--- config.mk ---
export PLATFORM = sky130hd
export DESIGN_NAME = tmr24_core
export DESIGN_NICKNAME = d
export VERILOG_FILES = /design/src/rtl/tmr24_pkg.sv /design/src/rtl/tmr24_sync.sv /design/src/rtl/tmr24_evt.sv /design/src/rtl/tmr24_regs.sv /design/src/rtl/tmr24_cnt.sv /design/src/rtl/tmr24_core.sv
export SDC_FILE = /design/constraint.sdc
export NUM_CORES = 1
export LEC_CHECK = 0
export BUFFER_PORTS_ARGS = -buffer_cell sky130_fd_sc_hd__buf_2
export CAP_MARGIN = 20
export CORE_UTILIZATION = 40
export CTS_CLUSTER_SIZE = 28
export DETAILED_ROUTE_END_ITERATION = 12
export GPL_TIMING_DRIVEN = 0
export SYNTH_ARGS = -nofsm -noshare
export SYNTH_HDL_FRONTEND = slang
export SYNTH_SLANG_ARGS = --single-unit
--- constraint.sdc ---
create_clock -name clk -period 9.8 [get_ports clk]
set_input_delay 0.98 -clock clk [delete_from_list [all_inputs] [get_ports clk]]
set_output_delay 0.98 -clock clk [all_outputs]
set_load 0.03 [all_outputs]
--- src/rtl/tmr24_pkg.sv ---
`timescale 1ns/1ps
package tmr24_pkg;
    localparam int WORD_W = 16;

    // mode word, MSB first (bit 15 down to bit 0)
    typedef struct packed {
        logic       rsvd;      // 15
        logic       pr_sel;    // 14
        logic       latch_ext; // 13
        logic       dir_sw;    // 12
        logic       dir_down;  // 11
        logic [1:0] clk_sel;   // 10:9
        logic [1:0] en_ctl;    // 8:7
        logic [1:0] hw_src;    // 6:5
        logic [2:0] reload;    // 4:2
        logic       out_pol;   // 1
        logic       out_src;   // 0
    } mode_t;

    typedef enum logic [1:0] {
        REG_MODE   = 2'd0,
        REG_CNT_LO = 2'd1,
        REG_CNT_HI = 2'd2,
        REG_CTRL   = 2'd3
    } reg_sel_e;

    localparam logic [1:0] CK_X1 = 2'd0;
    localparam logic [1:0] CK_X2 = 2'd1;
    localparam logic [1:0] CK_X4 = 2'd2;
    localparam logic [1:0] CK_TB = 2'd3;

    localparam logic [2:0] RLD_TERM  = 3'd1;
    localparam logic [2:0] RLD_ALT   = 3'd2;
    localparam logic [2:0] RLD_INDEX = 3'd4;

    localparam int CMD_CLEAR  = 15;
    localparam int CMD_LOAD   = 14;
    localparam int CMD_CAPCLR = 3;

    typedef struct packed {
        logic any;
        logic clear;
        logic load;
        logic capclr;
    } cmd_t;

    typedef struct packed {
        logic valid;
        logic down;
    } step_t;

    // previous and current synchronized phases -> count step
    function automatic step_t quad_decode(input logic pa, input logic pb,
                                          input logic a, input logic b,
                                          input logic [1:0] sel);
        step_t s;
        logic  da;
        logic  db;
        da = pa ^ a;
        db = pb ^ b;
        s  = '0;
        if (da ^ db) begin
            case (sel)
                CK_X1: begin
                    if (da && !b) begin
                        s.valid = 1'b1;
                        s.down  = !a;
                    end
                end
                CK_X2: begin
                    if (da) begin
                        s.valid = 1'b1;
                        s.down  = (a == b);
                    end
                end
                CK_X4: begin
                    s.valid = 1'b1;
                    s.down  = da ? (a == b) : (a != b);
                end
                default: s = '0;
            endcase
        end
        return s;
    endfunction
endpackage

--- src/rtl/tmr24_sync.sv ---
`timescale 1ns/1ps
module tmr24_sync #(
    parameter int W      = 4,
    parameter int STAGES = 2
) (
    input  logic         clk,
    input  logic         rst,
    input  logic [W-1:0] d,
    output logic [W-1:0] q
);
    logic [STAGES-1:0][W-1:0] sr;

    always_ff @(posedge clk) begin
        if (rst) begin
            sr <= '0;
        end else begin
            sr[0] <= d;
            for (int i = 1; i < STAGES; i++) begin
                sr[i] <= sr[i-1];
            end
        end
    end

    assign q = sr[STAGES-1];
endmodule

--- src/rtl/tmr24_evt.sv ---
`timescale 1ns/1ps
module tmr24_evt import tmr24_pkg::*; (
    input  logic       clk,
    input  logic       rst,
    input  logic       a,
    input  logic       b,
    input  logic       idx,
    input  logic [1:0] clk_sel,
    output step_t      qstep,
    output logic       a_rise,
    output logic       idx_rise
);
    logic pa_q;
    logic pb_q;
    logic pi_q;

    always_ff @(posedge clk) begin
        if (rst) begin
            pa_q <= 1'b0;
            pb_q <= 1'b0;
            pi_q <= 1'b0;
        end else begin
            pa_q <= a;
            pb_q <= b;
            pi_q <= idx;
        end
    end

    assign qstep    = quad_decode(pa_q, pb_q, a, b, clk_sel);
    assign a_rise   = a & ~pa_q;
    assign idx_rise = idx & ~pi_q;
endmodule

--- src/rtl/tmr24_regs.sv ---
`timescale 1ns/1ps
module tmr24_regs import tmr24_pkg::*; #(
    parameter int CW = 24
) (
    input  logic              clk,
    input  logic              rst,
    input  logic              wr_en,
    input  logic              rd_en,
    input  logic [1:0]        addr,
    input  logic [WORD_W-1:0] wdata,
    input  logic [CW-1:0]     count,
    input  logic              cap,
    input  logic              idx_rise,
    output mode_t             mode,
    output logic [CW-1:0]     pre0,
    output logic [CW-1:0]     pre1,
    output cmd_t              cmd,
    output logic [WORD_W-1:0] rdata
);
    localparam int HI_W  = CW - WORD_W;
    localparam int PAD_W = 2 * WORD_W - CW;

    reg_sel_e               sel;
    logic [1:0][CW-1:0]     pre_q;
    logic [CW-1:0]          snap_q;
    logic                   snap_take;

    assign sel = reg_sel_e'(addr);

    assign snap_take = mode.latch_ext ? idx_rise
                                      : (rd_en && sel == REG_CNT_LO);

    always_ff @(posedge clk) begin
        if (rst) begin
            mode   <= '0;
            pre_q  <= '0;
            snap_q <= '0;
        end else begin
            if (wr_en) begin
                case (sel)
                    REG_MODE:   mode <= mode_t'(wdata);
                    REG_CNT_LO: pre_q[mode.pr_sel][WORD_W-1:0] <= wdata;
                    REG_CNT_HI: pre_q[mode.pr_sel][CW-1:WORD_W] <= wdata[HI_W-1:0];
                    default: ;
                endcase
            end
            if (snap_take) begin
                snap_q <= count;
            end
        end
    end

    assign pre0 = pre_q[0];
    assign pre1 = pre_q[1];

    always_comb begin
        cmd.any    = wr_en && (sel == REG_CTRL);
        cmd.clear  = cmd.any && wdata[CMD_CLEAR];
        cmd.load   = cmd.any && wdata[CMD_LOAD];
        cmd.capclr = cmd.any && wdata[CMD_CAPCLR];
    end

    always_comb begin
        rdata = '0;
        if (rd_en) begin
            case (sel)
                REG_MODE:   rdata = mode;
                REG_CNT_LO: rdata = mode.latch_ext ? snap_q[WORD_W-1:0]
                                                   : count[WORD_W-1:0];
                REG_CNT_HI: rdata = {{PAD_W{1'b0}}, snap_q[CW-1:WORD_W]};
                default:    rdata = {{(WORD_W-1){1'b0}}, cap};
            endcase
        end
    end
endmodule

--- src/rtl/tmr24_cnt.sv ---
`timescale 1ns/1ps
module tmr24_cnt import tmr24_pkg::*; #(
    parameter int CW     = 24,
    parameter int TB_DIV = 1
) (
    input  logic          clk,
    input  logic          rst,
    input  mode_t         mode,
    input  logic [CW-1:0] pre0,
    input  logic [CW-1:0] pre1,
    input  cmd_t          cmd,
    input  step_t         qstep,
    input  logic          a_rise,
    input  logic          idx_rise,
    input  logic          gate,
    output logic [CW-1:0] count,
    output logic          cap,
    output logic          tc
);
    localparam int            TB_W = (TB_DIV > 1) ? $clog2(TB_DIV) : 1;
    localparam logic [TB_W-1:0] TB_LAST = TB_W'(TB_DIV - 1);
    localparam logic [CW-1:0] CNT_TOP = '1;

    logic [TB_W-1:0] tb_q;
    logic            alt_q;
    logic            tick;
    logic            run;
    step_t           src;
    logic            at_end;
    logic            adv;
    logic            idx_load;

    assign tick = (tb_q == TB_LAST);

    always_comb begin
        case (mode.en_ctl)
            2'd0: run = 1'b0;
            2'd1: run = 1'b1;
            default: begin
                case (mode.hw_src)
                    2'd0:    run = gate;
                    2'd1:    run = ~gate;
                    default: run = ~cap;
                endcase
            end
        endcase
    end

    always_comb begin
        if (mode.clk_sel == CK_TB) begin
            src.valid = tick;
            src.down  = mode.dir_down;
        end else if (mode.dir_sw) begin
            src.valid = a_rise;
            src.down  = mode.dir_down;
        end else begin
            src = qstep;
        end
    end

    assign adv      = run && src.valid;
    assign at_end   = src.down ? (count == '0) : (count == CNT_TOP);
    assign idx_load = (mode.reload == RLD_INDEX) && idx_rise;

    always_ff @(posedge clk) begin
        if (rst) begin
            tb_q  <= '0;
            count <= '0;
            cap   <= 1'b1;
            alt_q <= 1'b0;
            tc    <= 1'b0;
        end else begin
            tb_q <= tick ? '0 : tb_q + TB_W'(1);
            tc   <= 1'b0;
            if (cmd.any) begin
                if (cmd.clear) begin
                    count <= '0;
                    alt_q <= 1'b0;
                end
                if (cmd.load) begin
                    count <= pre0;
                    alt_q <= 1'b0;
                end
                if (cmd.capclr) begin
                    cap <= 1'b0;
                end
            end else if (idx_load) begin
                count <= pre0;
                alt_q <= 1'b0;
            end else if (adv) begin
                if (at_end) begin
                    tc  <= 1'b1;
                    cap <= 1'b1;
                    case (mode.reload)
                        RLD_TERM: count <= pre0;
                        RLD_ALT: begin
                            count <= alt_q ? pre0 : pre1;
                            alt_q <= ~alt_q;
                        end
                        default: count <= src.down ? count - CW'(1) : count + CW'(1);
                    endcase
                end else begin
                    count <= src.down ? count - CW'(1) : count + CW'(1);
                end
            end
        end
    end
endmodule

--- src/rtl/tmr24_core.sv ---
`timescale 1ns/1ps
module tmr24_core import tmr24_pkg::*; #(
    parameter int CW          = 24,
    parameter int TB_DIV      = 1,
    parameter int SYNC_STAGES = 2
) (
    input  logic        clk,
    input  logic        rst,
    input  logic        wr_en,
    input  logic        rd_en,
    input  logic [1:0]  addr,
    input  logic [15:0] wdata,
    output logic [15:0] rdata,
    input  logic        enc_a,
    input  logic        enc_b,
    input  logic        enc_idx,
    input  logic        gate_in,
    output logic        cnt_out
);
    mode_t          mode_q;
    logic [CW-1:0]  pre0;
    logic [CW-1:0]  pre1;
    cmd_t           cmd;
    logic [CW-1:0]  count_q;
    logic           cap_q;
    logic           tc_q;
    logic [3:0]     pins_s;
    step_t          qstep;
    logic           a_rise;
    logic           idx_rise;

    tmr24_sync #(.W(4), .STAGES(SYNC_STAGES)) u_sync (
        .clk (clk),
        .rst (rst),
        .d   ({gate_in, enc_idx, enc_b, enc_a}),
        .q   (pins_s)
    );

    tmr24_evt u_evt (
        .clk      (clk),
        .rst      (rst),
        .a        (pins_s[0]),
        .b        (pins_s[1]),
        .idx      (pins_s[2]),
        .clk_sel  (mode_q.clk_sel),
        .qstep    (qstep),
        .a_rise   (a_rise),
        .idx_rise (idx_rise)
    );

    tmr24_regs #(.CW(CW)) u_regs (
        .clk      (clk),
        .rst      (rst),
        .wr_en    (wr_en),
        .rd_en    (rd_en),
        .addr     (addr),
        .wdata    (wdata),
        .count    (count_q),
        .cap      (cap_q),
        .idx_rise (idx_rise),
        .mode     (mode_q),
        .pre0     (pre0),
        .pre1     (pre1),
        .cmd      (cmd),
        .rdata    (rdata)
    );

    tmr24_cnt #(.CW(CW), .TB_DIV(TB_DIV)) u_cnt (
        .clk      (clk),
        .rst      (rst),
        .mode     (mode_q),
        .pre0     (pre0),
        .pre1     (pre1),
        .cmd      (cmd),
        .qstep    (qstep),
        .a_rise   (a_rise),
        .idx_rise (idx_rise),
        .gate     (pins_s[3]),
        .count    (count_q),
        .cap      (cap_q),
        .tc       (tc_q)
    );

    assign cnt_out = (mode_q.out_src ? tc_q : cap_q) ^ mode_q.out_pol;
endmodule

# Yosys cells after proc, flatten, opt, wreduce, memory -nomap -nowiden
# Cells that the tools add are included.
# word_totals
mem_bits_ro	0
mem_bits_rw	0
output_inout_bits	17
register_bits	127
latch_bits	0
elab_cells	132
memories	0
in_bits	26
# op_classes
n_div	0
magnitude_cmp	2
reduce_logical	29
mux	44
bitwise_logic	13
add_sub_neg	3
shift	0
eq_ne	17
n_mul	0
# op_table
operator	count
2-to-1 mux 24 bit	9
bitwise mux 48 bit	2
case mux 48 bit (2 select lines)	1
demux 24 bit (select 1 bit)	2
2-to-1 mux 16 bit	3
case mux 16 bit (3 select lines)	1
case mux 24 bit (2 select lines)	1
adder 24 x 1 -> 24 bit (second input constant)	1
== test 24 bit (second input constant)	1
logical NOT 24 bit	1
subtractor 24 x 1 -> 24 bit (second input constant)	1
2-to-1 mux 1 bit	17
2-to-1 mux 2 bit	5
logical AND 1 bit	9
nonzero test 3 bit	3
== test 2 x 1 -> 1 bit (second input constant)	4
== test 2 bit (second input constant)	4
logical NOT 2 bit	4
AND reduction 4 bit	2
NOT 1 bit	7
case mux 2 bit (3 select lines)	1
AND reduction 2 bit	3
nonzero test 2 bit	3
!= test 2 bit (second input constant)	2
other kinds (15)	21

# Depth between registers and ports, before layout
# Gate-level depths: netlist of run 1.
# logic_depth
word_depth	13
ltp_mapped	14
depth_no_buf	14

# Hierarchy
# A second synthesis of run 1 with hierarchy kept.
# unflattened
cells_unflattened	923
area_unflattened_um2	7289.5
# by_module_without_submodules
module	cells_each	instances	seq_area_each_um2	area_each_um2
tmr24_regs	472	1	1761.7	3846.2
tmr24_cnt	406	1	560.5	2969.1
tmr24_sync	20	1	160.2	240.2
tmr24_evt	23	1	60.1	215.2
tmr24_core	2	1	0.0	18.8

# Least setup slack after synthesis of run 1
# No wires, ideal clock.
# synth_path
path_kind	register -> register
start	register u_sync.sr (netlist bit u_sync.q[0])
end	register u_cnt.count[16]
setup_ps	78
synth_period_minus_slack_ps	3941
path_stages_with_launch	14
t_required_ps	9722
arrival_ps	3863
path_slack_ps	5859
n_path_buf	0
cell_sequence	dfxtp_1 > ha_1 > xor2_1 > mux2i_1 > o41ai_4 > ha_1 > a211oi_1 > o211ai_1 > a41oi_1 > o21ai_0 > a31oi_1 > xnor2_1 > a21oi_1 > nor3_1
# synth_between
elab_chain_len	13
elab_cells_between_ends	24
cone_classes	eq/ne: 2; mux: 14; bitwise: 3; reduce/logical: 5
# synth_rtl
item	line_no	rtl
from (decl)	tmr24_sync.sv:11	logic [STAGES-1:0][W-1:0] sr;
from (signal, indexed assignment)	tmr24_sync.sv:19	sr[i] <= sr[i-1];
bitwise XOR 1 bit	tmr24_pkg.sv:59	da = pa ^ a;
logical AND 1 bit	tmr24_pkg.sv:65	if (da && !b) begin
2-to-1 mux 2 bit	tmr24_pkg.sv:65	
case mux 2 bit (3 select lines)	tmr24_pkg.sv:63	case (sel)
2-to-1 mux 2 bit	tmr24_pkg.sv:62	if (da ^ db) begin
2-to-1 mux 2 bit (*)	tmr24_cnt.sv:53	end else if (mode.dir_sw) begin
2-to-1 mux 2 bit (*)	tmr24_cnt.sv:50	if (mode.clk_sel == CK_TB) begin
2-to-1 mux 24 bit	tmr24_cnt.sv:100, tmr24_cnt.sv:103	
case mux 24 bit (2 select lines)	tmr24_cnt.sv:94	case (mode.reload)
2-to-1 mux 24 bit	tmr24_cnt.sv:91	if (at_end) begin
2-to-1 mux 24 bit	tmr24_cnt.sv:90	end else if (adv) begin
2-to-1 mux 24 bit	tmr24_cnt.sv:87	end else if (idx_load) begin
2-to-1 mux 24 bit	tmr24_cnt.sv:75	if (cmd.any) begin
to (signal assigned)	tmr24_cnt.sv:81	count <= pre0;
to (signal assigned)	tmr24_cnt.sv:88	count <= pre0;
to (signal assigned)	tmr24_cnt.sv:95	RLD_TERM: count <= pre0;
to (decl)	tmr24_cnt.sv:16	output logic [CW-1:0] count,
# Mark *: on every way between the ends. The rest lies on a longest branch, timed or not. The select of a mux whose other input is x is not followed.
# A chain may end at the register's enable or synchronous reset.

# Worst setup path after layout of run 1
# layout_path
start	register u_sync.sr (netlist bit u_sync.q[0])
end	register u_cnt.count[22]
# The elaborated chain is that of the path after synthesis.

==> results of run 1 <==
==> worst paths after layout <==
path	from	to	slack, ns
min reg2reg	u_sync.sr[0]	u_sync.q[0]	0.44
max reg2reg	u_sync.q[0]	u_cnt.count[22]	5.70
max	u_sync.q[0]	u_cnt.count[22]	5.70
min	u_sync.sr[0]	u_sync.q[0]	0.44
==> layer usage <==
layer	track usage	part of all wire	wire (µm)
met5	0	0	0
met4	0.0820	0.019	410
met1	0.360	0.48	10300
met2	0.384	0.45	9770
met3	0.0446	0.055	1190
==> cells by family after synthesis <==
logic type / count (synthesis)
xor+xnor: 21
fa+ha+maj: 30
flops: 127
mux: 19
buf+inv: 61
compound gates: 261
other cells: 1
simple gates: 353
==> stage by stage <==
step	total power, mW	std cells
2_1_floorplan	0.657	873
3_3_place_gp	0.711	1134
3_5_place_dp	0.712	1137
4_1_cts	1.33	1169
5_1_grt	1.37	1169
6_report	1.33	1169
==> registers in the layout, summed over array words and instances (netlist names) <==
| name | cells |
|---|---|
| u_evt.pi_q | 1 |
| u_cnt.tb_q | 1 |
| u_regs.snap_q | 24 |
| u_evt.pa_q | 1 |
| u_regs.mode | 16 |
| u_evt.pb_q | 1 |
| u_cnt.alt_q | 1 |
| u_regs.pre1 | 24 |
| u_sync.q | 4 |
| u_cnt.tc | 1 |
| u_cnt.cap | 1 |
| u_cnt.count | 24 |
| u_regs.pre0 | 24 |
| u_sync.sr | 4 |
==> final cells by class <==
cell class	instances	area [µm²]	share of cell area
Inverter	13	48.8	0.00622
Multi-Input combinational cell	685	3980	0.507
Timing Repair Buffer	44	236	0.0301
Tap cell	220	275	0.0351
Sequential cell	127	2540	0.324
Clock buffer	17	425	0.0542
Clock inverter	15	153	0.0194
Buffer	48	186	0.0238
==> where the power goes <==
part	leakage (nW)	internal, mW	switching (mW)	total, mW
combinational	1.61	0.0532	0.0945	0.148
sequential	1.03	0.533	0.0233	0.556
clock	0.277	0.357	0.265	0.623
total	2.92	0.944	0.383	1.33
==> worst max-delay path, delay by kind of cell, from the launching register on <==
kind	cells	cell delay [ns]
and+or+nand+nor	1	0.17
muxes	1	0.33
DFF	1	0.34
xor gates and xnor gates	1	0.22
buffers and inverters	2	0.35
AOI/OAI and AO/OA	8	1.76
adders and majority gates	2	0.78
==> placed cells by master, fill, tap and decap left out, types with 22 or more instances in the layout <==
cell type,n
a22oi_1,22
o21ai_0,26
buf_2,44
nand2_1,212
dfxtp_1,127
ha_1,29
nor2_1,53
clkbuf_1,41
a21oi_1,123
==> out/results.tsv, run 1 <==
stage	metric	value	unit
final_layout	n_fill_cell	1646	
sta	rsz0062_at_grt	no	
clock_network	cts_resized	0	
synthesis	yosysTopAreaCell	dfxtp_1	
route	drt_iter0_drc	490	
clock_network	clockRootBuffer	clkbuf_16	
grt	track_usage	0.253	
power_and_ir_drop	power_density	169	mW/mm²
sta	fin_crit	4.10	ns
synthesis	syn_inst	873	
grt	first_global_vias	5968	
worst_setup_path	start_kind	register	
route	post_drt_wl_per_cell	18.5	µm
placement	place_congestion	0.863	
floorplan	die_w	132	µm
synthesis	synth_top_family_by_area	compound AO/OA/AOI/OAI gates	
grt	antenna_found_initial	0	
grt	grt_max_degree	17	
synthesis	netlist_area	0.00676	mm²
sta	fmax	244	MHz
route	drc	0	
worst_setup_path	path_max_fanout	14	
worst_setup_path	worstSetupPathType	reg -> reg	
synthesis	synth_edf_count	0	
floorplan	die_y	132	µm
worst_setup_path	crit_chain	ha_1, xor2_1, mux2i_1, o41ai_4, buf_6, buf_8, fa_1, a211oi_1, o211ai_1, a41oi_1, nor3_1, o221ai_1, o21ai_0, a2bb2oi_1, o31ai_1	
sta	fin_ws	5.70	ns
clock_network	cts_tree	built	
synthesis	yosys.area_share.xor_xnor	0.0272	
run	maxCapViolCount	0	
worst_setup_path	r2r_cells	15	
hold_path	min_path_type	reg -> reg	
grt	grt_pass1_wl	33.5	mm
sta	clock_skew	0.00779	ns
sta	tightest_slew	0.803	ns
floorplan	io_pins	43	
sta	fin_setup_tns	0	ns
placement	port_buffers	41	
floorplan	start_util	0.409	
worst_setup_path	slowest_delay	0.45	ns
synthesis	synth_top_cells_by_area	dfxtp_1 38%, nand2_1 12%, a21oi_1 9.1%, ha_1 5.4%, nor2_1 2.9%	
placement	dpl_cell_area	0.00727	mm²
worst_setup_path	worstPathArrival	4.40	ns
synthesis	synth-seq-area-share	0.376	
run_status	status	finished, final reports clean	
worst_setup_path	cp-end-kind	register	
route	dr.pass1.iters	6	
route	drtAntennaViolNets	0	
synthesis	synth_compound_area_frac	0.248	
floorplan	dieArea	0.0174	mm²
final_layout	final_net_count	992	
sta	period_share	0.418	
clock_network	cts_buffer_depth	2	
final_layout	synthToLayoutAreaGrowth	16.1	%
sta	slew_headroom	0.461	
clock_network	clock_latency	0.43	ns
final_layout	fin_area	0.00785	mm²
clock_network	cts_sinks	127	
final_layout	drive_gt1_frac	0.105	
synthesis	syn_nets	929	
synthesis	synth_ff_type	dfxtp_1	
final_layout	diodes	0	
clock_network	cts_buffers	17	
synthesis	synthAdderAreaFrac	0.0566	
clock_network	h-tree-depth	4	
clock_network	clk_pin_slew	0.06	ns
synthesis	async_reset_ff_frac	0	
power_and_ir_drop	ir_drop	0.119	mV
synthesis	yosysWarnings	0	
route	vias_per_cell	5.56	
sta	slew_violations	0	
sta	holdWs	0.435	ns
power_and_ir_drop	p_leak	2.92	nW
synthesis	avgSynthCellArea	7.74	µm²
worst_setup_path	slowest_stage	a41oi_1	
synthesis	ys_ff_latch	127	
synthesis	yosysTopAreaCellShare	0.376	
floorplan	fp.coreArea	0.0165	mm²
placement	place_ws	5.74	ns
clock_network	post_cts_buffers	0	
synthesis	synth.area.mux_share	0.0311	
grt	global_route.overflow_total	0	
synthesis	synth_common_cells	212 x nand2_1, 127 x dfxtp_1, 123 x a21oi_1	
synthesis	synth.distinct_cells	56	
hold_path	whs_path_depth	1	
route	routed_wl	21.7	mm
clock_network	holdBufCountCts	0	
sta	setup_viol	0	
worst_setup_path	critPathRequiredTime	10.11	ns
sta	final-hold-violation-count	0	
route	vias	6501	
placement	dpl.hpwl	16.2	mm
floorplan	rows	47	
synthesis	yosysMostFrequentCell	nand2_1	
final_layout	post-route-util	0.475	
synthesis	yosys.area_share.simple	0.225	
Power figures use the tool's default switching activity.
==> inputs of run 2 (changes only) <==
Settings changed: ABC_AREA set to 1.
Clock period 9.8 ns to 3.5 ns, I/O delays scaled along.
==> run 2 against run 1 <==
Effect of this change: die area up 17%; power increased to 3.0 times the previous value; global-route usage decreased by 0.36 points; maximum frequency increased by 31%; critical path depth grew 8; final cell count grew 31%; synthesized cell count up 37%; count of clock-buffer cells in the layout grew 1; via count grew 19%; sequential power increased to 2.9 times the previous value; non-clock buffer count rose by 3; largest power group unchanged.
==> out/results.tsv, run 2 <==
stage	metric	value	unit	change
run_status	status	finished, final reports clean		unchanged
route	dr.pass1.iters	5		was 6
floorplan	start_util	0.407		was 0.409
final_layout	synthToLayoutAreaGrowth	14.6	%	was 16.1%
sta	holdWs	0.131	ns	was 0.435 ns
floorplan	fp.coreArea	0.0194	mm²	was 0.0165 mm²
synthesis	yosysTopAreaCellShare	0.322		was 0.376
clock_network	cts_buffers	17		unchanged
power_and_ir_drop	ir_drop	0.313	mV	was 0.119 mV
power_and_ir_drop	p_leak	4.00	nW	was 2.92 nW
worst_setup_path	r2r_setup_slack	0.38	ns	was 5.70 ns
synthesis	synth-seq-area-share	0.322		was 0.376
floorplan	dieArea	0.0203	mm²	was 0.0174 mm²
sta	slew_violations	0		unchanged
sta	slew_headroom	0.599		was 0.461
grt	grt_pass1_wl	38.4	mm	was 33.5 mm
clock_network	h-tree-depth	4		unchanged
power_and_ir_drop	power_density	444	mW/mm²	was 169 mW/mm²
placement	dpl.hpwl	19.2	mm	was 16.2 mm
floorplan	die_w	143	µm	was 132 µm
final_layout	register_area	0.00254	mm²	unchanged
synthesis	yosysWarnings	0		unchanged
floorplan	die_y	143	µm	was 132 µm
worst_setup_path	cp-end-kind	register		unchanged
floorplan	rows	51		was 47
route	drtAntennaViolNets	0		unchanged
worst_setup_path	worstSetupPathType	reg -> reg		unchanged
synthesis	syn_inst	1198		was 873
synthesis	netlist_area	0.00790	mm²	was 0.00676 mm²
grt	first_global_vias	7192		was 5968
sta	final-hold-violation-count	0		unchanged
sta	period_share	0.891		was 0.418
clock_network	cts_sinks	127		unchanged
synthesis	syn_nets	1254		was 929
grt	track_usage	0.249		was 0.253
placement	port_buffers	42		was 41
synthesis	ys_ff_latch	127		unchanged
synthesis	yosys.area_share.simple	0.242		was 0.225
final_layout	mostFrequentLayoutCell	nand2_1		unchanged
worst_setup_path	critPathRequiredTime	3.81	ns	was 10.11 ns
hold_path	min_path_type	in -> reg		was reg -> reg
synthesis	synth_ff_type	dfxtp_1		unchanged
clock_network	clockRootBuffer	clkbuf_16		unchanged
final_layout	diodes	0		unchanged
run	maxCapViolCount	0		unchanged
sta	fin_setup_tns	0	ns	unchanged
synthesis	synth_top_cells_by_area	dfxtp_1 32%, nand2_1 13%, inv_1 8.3%, o21ai_0 7.8%, a21oi_1 7.4%		was dfxtp_1 38%, nand2_1 12%, a21oi_1 9.1%, ha_1 5.4%, nor2_1 2.9%
placement	dpl_cell_area	0.00844	mm²	was 0.00727 mm²
synthesis	synth_edf_count	0		unchanged
route	post_drt_wl_per_cell	15.9	µm	was 18.5 µm
synthesis	yosysTopAreaCell	dfxtp_1		unchanged
placement	place_congestion	0.961		was 0.863
synthesis	synth_top_family_by_area	compound AO/OA/AOI/OAI gates		unchanged
placement	place_ws	0.228	ns	was 5.74 ns
synthesis	synth_compound_area_frac	0.251		was 0.248
sta	clock_skew	0.00849	ns	was 0.00779 ns
synthesis	synthAdderAreaFrac	0.0485		was 0.0566
route	drt_iter0_drc	607		was 490
synthesis	yosys.area_share.xor_xnor	0.0155		was 0.0272
power_and_ir_drop	power.total	4.02	mW	was 1.33 mW
route	vias	7751		was 6501
sta	fin_crit	3.12	ns	was 4.10 ns
synthesis	async_reset_ff_frac	0		unchanged
sta	rsz0062_at_grt	no		unchanged
final_layout	multi_input_area	0.00443	mm²	was 0.00398 mm²
synthesis	yosysMostFrequentCell	nand2_1		unchanged
final_layout	n_fill_cell	2107		was 1646
clock_network	clock_latency	0.42	ns	was 0.43 ns
sta	setup_viol	0		unchanged
grt	global_route.overflow_total	0		unchanged
sta	fmax	321	MHz	was 244 MHz
worst_setup_path	path_max_fanout	27		was 14
grt	grt_max_degree	28		was 17
grt	antenna_found_initial	0		unchanged
sta	tightest_slew	0.601	ns	was 0.803 ns
synthesis	synth_common_cells	269 x nand2_1, 174 x inv_1, 127 x dfxtp_1		was 212 x nand2_1, 127 x dfxtp_1, 123 x a21oi_1
final_layout	fin_area	0.00905	mm²	was 0.00785 mm²
final_layout	final_net_count	1315		was 992
route	drc	0		unchanged
route	vias_per_cell	5.04		was 5.56
sta	fin_ws	0.382	ns	was 5.70 ns
synthesis	synth.area.mux_share	0		was 0.0311
final_layout	drive_gt1_frac	0.136		was 0.105
worst_setup_path	start_kind	register		unchanged
floorplan	io_pins	43		unchanged
route	routed_wl	24.4	mm	was 21.7 mm
clock_network	cts_tree	built		unchanged
synthesis	avgSynthCellArea	6.59	µm²	was 7.74 µm²
synthesis	synth.distinct_cells	40		was 56
clock_network	holdBufCountCts	0		unchanged
final_layout	mostFrequentLayoutCells	269 x nand2_1, 174 x inv_1, 127 x dfxtp_1, 123 x o21ai_0, 116 x a21oi_1		was 212 x nand2_1, 127 x dfxtp_1, 123 x a21oi_1, 53 x nor2_1, 44 x buf_2
clock_network	cts_buffer_depth	2		unchanged
clock_network	clk_pin_slew	0.06	ns	about the same
worst_setup_path	worstPathArrival	3.43	ns	was 4.40 ns
-- run 2: critical path, stage by stage, from the launching register on --
cell and delay (ns):
dfxtp_1 0.30, inv_1 0.04, ha_1 0.34, inv_2 0.09
nand2_1 0.06, nand2_1 0.07, nand2_1 0.05, nand3_2 0.06
nand2_2 0.06, nand2_4 0.11, nand2_8 0.15, ha_1 0.39
nand2_1 0.18, inv_1 0.07, a21oi_1 0.15, nand2_1 0.15
nand3_1 0.10, inv_1 0.05, nor2_2 0.21, nand3_1 0.11
nand3_1 0.07, nor2_1 0.05, nor2_1 0.08, nor2_1 0.04
-- run 2: timing repair --
item,in CTS,in global routing
endpoints found under the setup margin,0,5
resized for setup,0,4
hold endpoints to repair,0,0
buffers inserted,0,0
-- run 2: through the flow --
stage	utilization	std cells
3_5_place_dp	0.435	1505
4_1_cts	0.465	1537
5_1_grt	0.466	1537
6_report	0.466	1537
2_1_floorplan	-	1198
3_3_place_gp	0.435	1505
-- run 2: final timing paths --
path                                   start         endpoint  depth (start not counted)
worst max-delay path              u_evt.pa_q  u_cnt.count[23]                         23
worst min-delay path                 enc_idx     u_sync.sr[2]                          3
worst max register to register    u_evt.pa_q  u_cnt.count[23]                         23
worst min register to register  u_sync.sr[2]      u_sync.q[2]                          2
-- run 2: layout make-up --
cell class | count | share of cell area
clock inverter | 14 | 0.0160
multi-input combinational | 836 | 0.489
clock buffer | 18 | 0.0485
timing repair buffer | 42 | 0.0232
buffer | 53 | 0.0296
inverter | 182 | 0.0755
sequential | 127 | 0.281
tap | 265 | 0.0366
-- run 2: kinds of logic after synthesis --
group,Yosys count
fa+ha+maj,30
compound gates,341
xor+xnor,14
flops,127
simple gates,450
buf+inv,235
other cells,1
-- run 2: where the power goes --
group          total, mW  internal (mW)  switching (mW)  leakage (nW)
Combinational      0.637          0.213           0.424          2.68
Sequential          1.63           1.53           0.102          1.04
Clock               1.75           1.02           0.729         0.279
Total               4.02           2.76            1.26          4.00
-- run 2: routing by layer --
metal  part of all wire  GRT usage
met1               0.48      0.347
met2               0.44      0.396
met3              0.049     0.0299
met4              0.028     0.0832
met5                  0          0
==> inputs of run 3 (changes only) <==
Settings changed: CORE_MARGIN set to 2, HOLD_SLACK_MARGIN set to 0.05.
==> run 3 against run 2 <==
Effect of this change: critical path depth unchanged; clock skew increased by 0.0026 ns; design area is 0.32% lower; via count rose by 0.92%; final cell count unchanged; combinational power about the same; largest cell class unchanged.
==> out/results.tsv, run 3 (synthesized netlist as in run 2, its figures left out) <==
stage	metric	value	unit	change
floorplan	io_pins	43		unchanged
placement	port_buffers	42		unchanged
floorplan	die_w	145	µm	was 143 µm
sta	slew_headroom	0.587		was 0.599
worst_setup_path	path_max_fanout	27		unchanged
worst_setup_path	worstPathArrival	3.50	ns	was 3.43 ns
power_and_ir_drop	ir_drop	0.346	mV	was 0.313 mV
worst_setup_path	worstSetupPathType	reg -> reg		unchanged
run	maxCapViolCount	0		unchanged
route	drt_iter0_drc	683		was 607
sta	final-hold-violation-count	0		unchanged
route	vias	7822		was 7751
final_layout	mostFrequentLayoutCell	nand2_1		unchanged
clock_network	clock_latency	0.43	ns	was 0.42 ns
clock_network	cts_sinks	127		unchanged
route	routed_wl	24.6	mm	was 24.4 mm
final_layout	n_fill_cell	2079		was 2107
sta	fin_setup_tns	0	ns	unchanged
clock_network	clockRootBuffer	clkbuf_16		unchanged
sta	slew_violations	0		unchanged
route	post_drt_wl_per_cell	16.0	µm	was 15.9 µm
floorplan	start_util	0.407		unchanged
grt	grt_pass1_wl	38.1	mm	was 38.4 mm
final_layout	post-route-util	0.465		was 0.466
grt	track_usage	0.242		was 0.249
grt	global_route.overflow_total	0		unchanged
grt	antenna_found_initial	0		unchanged
route	drc	0		unchanged
clock_network	clk_pin_slew	0.06	ns	about the same
clock_network	cts_buffers	17		unchanged
run_status	status	finished, final reports clean		unchanged
final_layout	diodes	0		unchanged
final_layout	final_net_count	1315		unchanged
grt	grt_max_degree	28		unchanged
sta	fin_crit	3.18	ns	was 3.12 ns
route	drtAntennaViolNets	0		unchanged
floorplan	rows	51		unchanged
clock_network	cts_buffer_depth	2		unchanged
route	vias_per_cell	5.09		was 5.04
clock_network	h-tree-depth	4		unchanged
sta	tightest_slew	0.619	ns	was 0.601 ns
power_and_ir_drop	p_seq_frac	0.415		was 0.406
sta	rsz0062_at_grt	no		unchanged
power_and_ir_drop	switching_power	1.27	mW	was 1.26 mW
final_layout	mostFrequentLayoutCells	269 x nand2_1, 174 x inv_1, 127 x dfxtp_1, 123 x o21ai_0, 116 x a21oi_1		unchanged
power_and_ir_drop	clock_power_share	0.422		was 0.436
worst_setup_path	start_kind	register		unchanged
power_and_ir_drop	p_int	2.67	mW	was 2.76 mW
clock_network	post_cts_buffers	0		unchanged
sta	fmax	314	MHz	was 321 MHz
floorplan	die_y	145	µm	was 143 µm
sta	clock_skew	0.0111	ns	was 0.00849 ns
power_and_ir_drop	comb_power_share	0.163		was 0.159
worst_setup_path	critPathRequiredTime	3.82	ns	was 3.81 ns
final_layout	drive_gt1_frac	0.136		unchanged
floorplan	fp.coreArea	0.0194	mm²	unchanged
sta	setup_viol	0		unchanged
hold_path	min_path_type	in -> reg		unchanged
power_and_ir_drop	switching_share	0.322		was 0.312
clock_network	cts_tree	built		unchanged
power_and_ir_drop	p_leak	3.99	nW	was 4.00 nW
placement	place_congestion	0.905		was 0.961
sta	period_share	0.909		was 0.891
grt	first_global_vias	7120		was 7192
placement	dpl.hpwl	19.2	mm	about the same
worst_setup_path	cp-end-kind	register		unchanged
final_layout	synthToLayoutAreaGrowth	14.2	%	was 14.6%
floorplan	dieArea	0.0209	mm²	was 0.0203 mm²
power_and_ir_drop	power_density	436	mW/mm²	was 444 mW/mm²
route	dr.pass1.iters	5		unchanged
clock_network	holdBufCountCts	0		unchanged
==> run 3: what timing repair did <==
action / CTS / global route
gates resized for setup: 0 / 4
setup endpoints to repair: 0 / 3
endpoints found under the hold margin: 0 / 0
==> run 3: routing by layer <==
layer,GRT usage,part of all wire,vias up,routed length [µm]
met1,0.348,0.48,3482,11700
met2,0.363,0.43,249,10600
li1,-,-,4042,-
met3,0.0331,0.058,49,1420
met5,0,0,-,0
met4,0.0986,0.034,0,826
==> run 3: final timing paths <==
check               endpoint  cells after the start    startpoint  slack [ns]
max          u_cnt.count[23]                     23    u_evt.pa_q        0.32
min             u_sync.sr[3]                      3       gate_in        0.12
max reg2reg  u_cnt.count[23]                     23    u_evt.pa_q        0.32
min reg2reg      u_sync.q[1]                      2  u_sync.sr[1]        0.40
==> run 3: layout make-up <==
cell class                 count  area (µm²)  share of cell area
timing repair buffer          42         210              0.0233
sequential                   127        2540               0.282
multi-input combinational    836        4430               0.491
clock buffer                  17         425              0.0472
buffer                        53         268              0.0297
inverter                     182         683              0.0757
clock inverter                15         130              0.0144
tap                          265         332              0.0368
==> run 3: critical path, cell delays in order (launching register included) <==
cell and delay [ns]:
dfxtp_1 0.30, inv_1 0.04, ha_1 0.34, inv_2 0.09, nand2_1 0.06, nand2_1 0.06
nand2_1 0.05, nand3_2 0.06, nand2_2 0.07, nand2_4 0.12, nand2_8 0.16, ha_1 0.40
nand2_1 0.17, inv_1 0.07, a21oi_1 0.14, nand2_1 0.14, nand3_1 0.10, inv_1 0.04
nor2_1 0.28, nand3_1 0.12, nand3_1 0.08, nor2_1 0.04, nor2_1 0.08, nor2_1 0.04
==> run 3: power groups by stage <==
stage | combinational (mW) | sequential, mW | clock, mW
after floorplan | 0.465 | 1.61 | 0
after global placement | 0.621 | 1.66 | 0
after detailed placement | 0.627 | 1.66 | 0
after CTS | 0.630 | 1.63 | 1.68
after global routing | 0.720 | 1.64 | 1.75
final | 0.640 | 1.63 | 1.66
==> run 3: metrics by stage <==
step | total power, mW | setup slack (ns) | cells | hold slack (ns) | instance area (µm²)
floorplan | 2.07 | 0.830 | 1198 | 0.388 | 7900
global placement | 2.28 | 0.274 | 1505 | 0.390 | 8440
detailed placement | 2.28 | 0.238 | 1505 | 0.393 | 8440
CTS | 3.93 | 0.220 | 1537 | 0.112 | 8990
global route | 4.10 | 0.0402 | 1537 | 0.126 | 9020
finish | 3.93 | 0.318 | 1537 | 0.119 | 9020
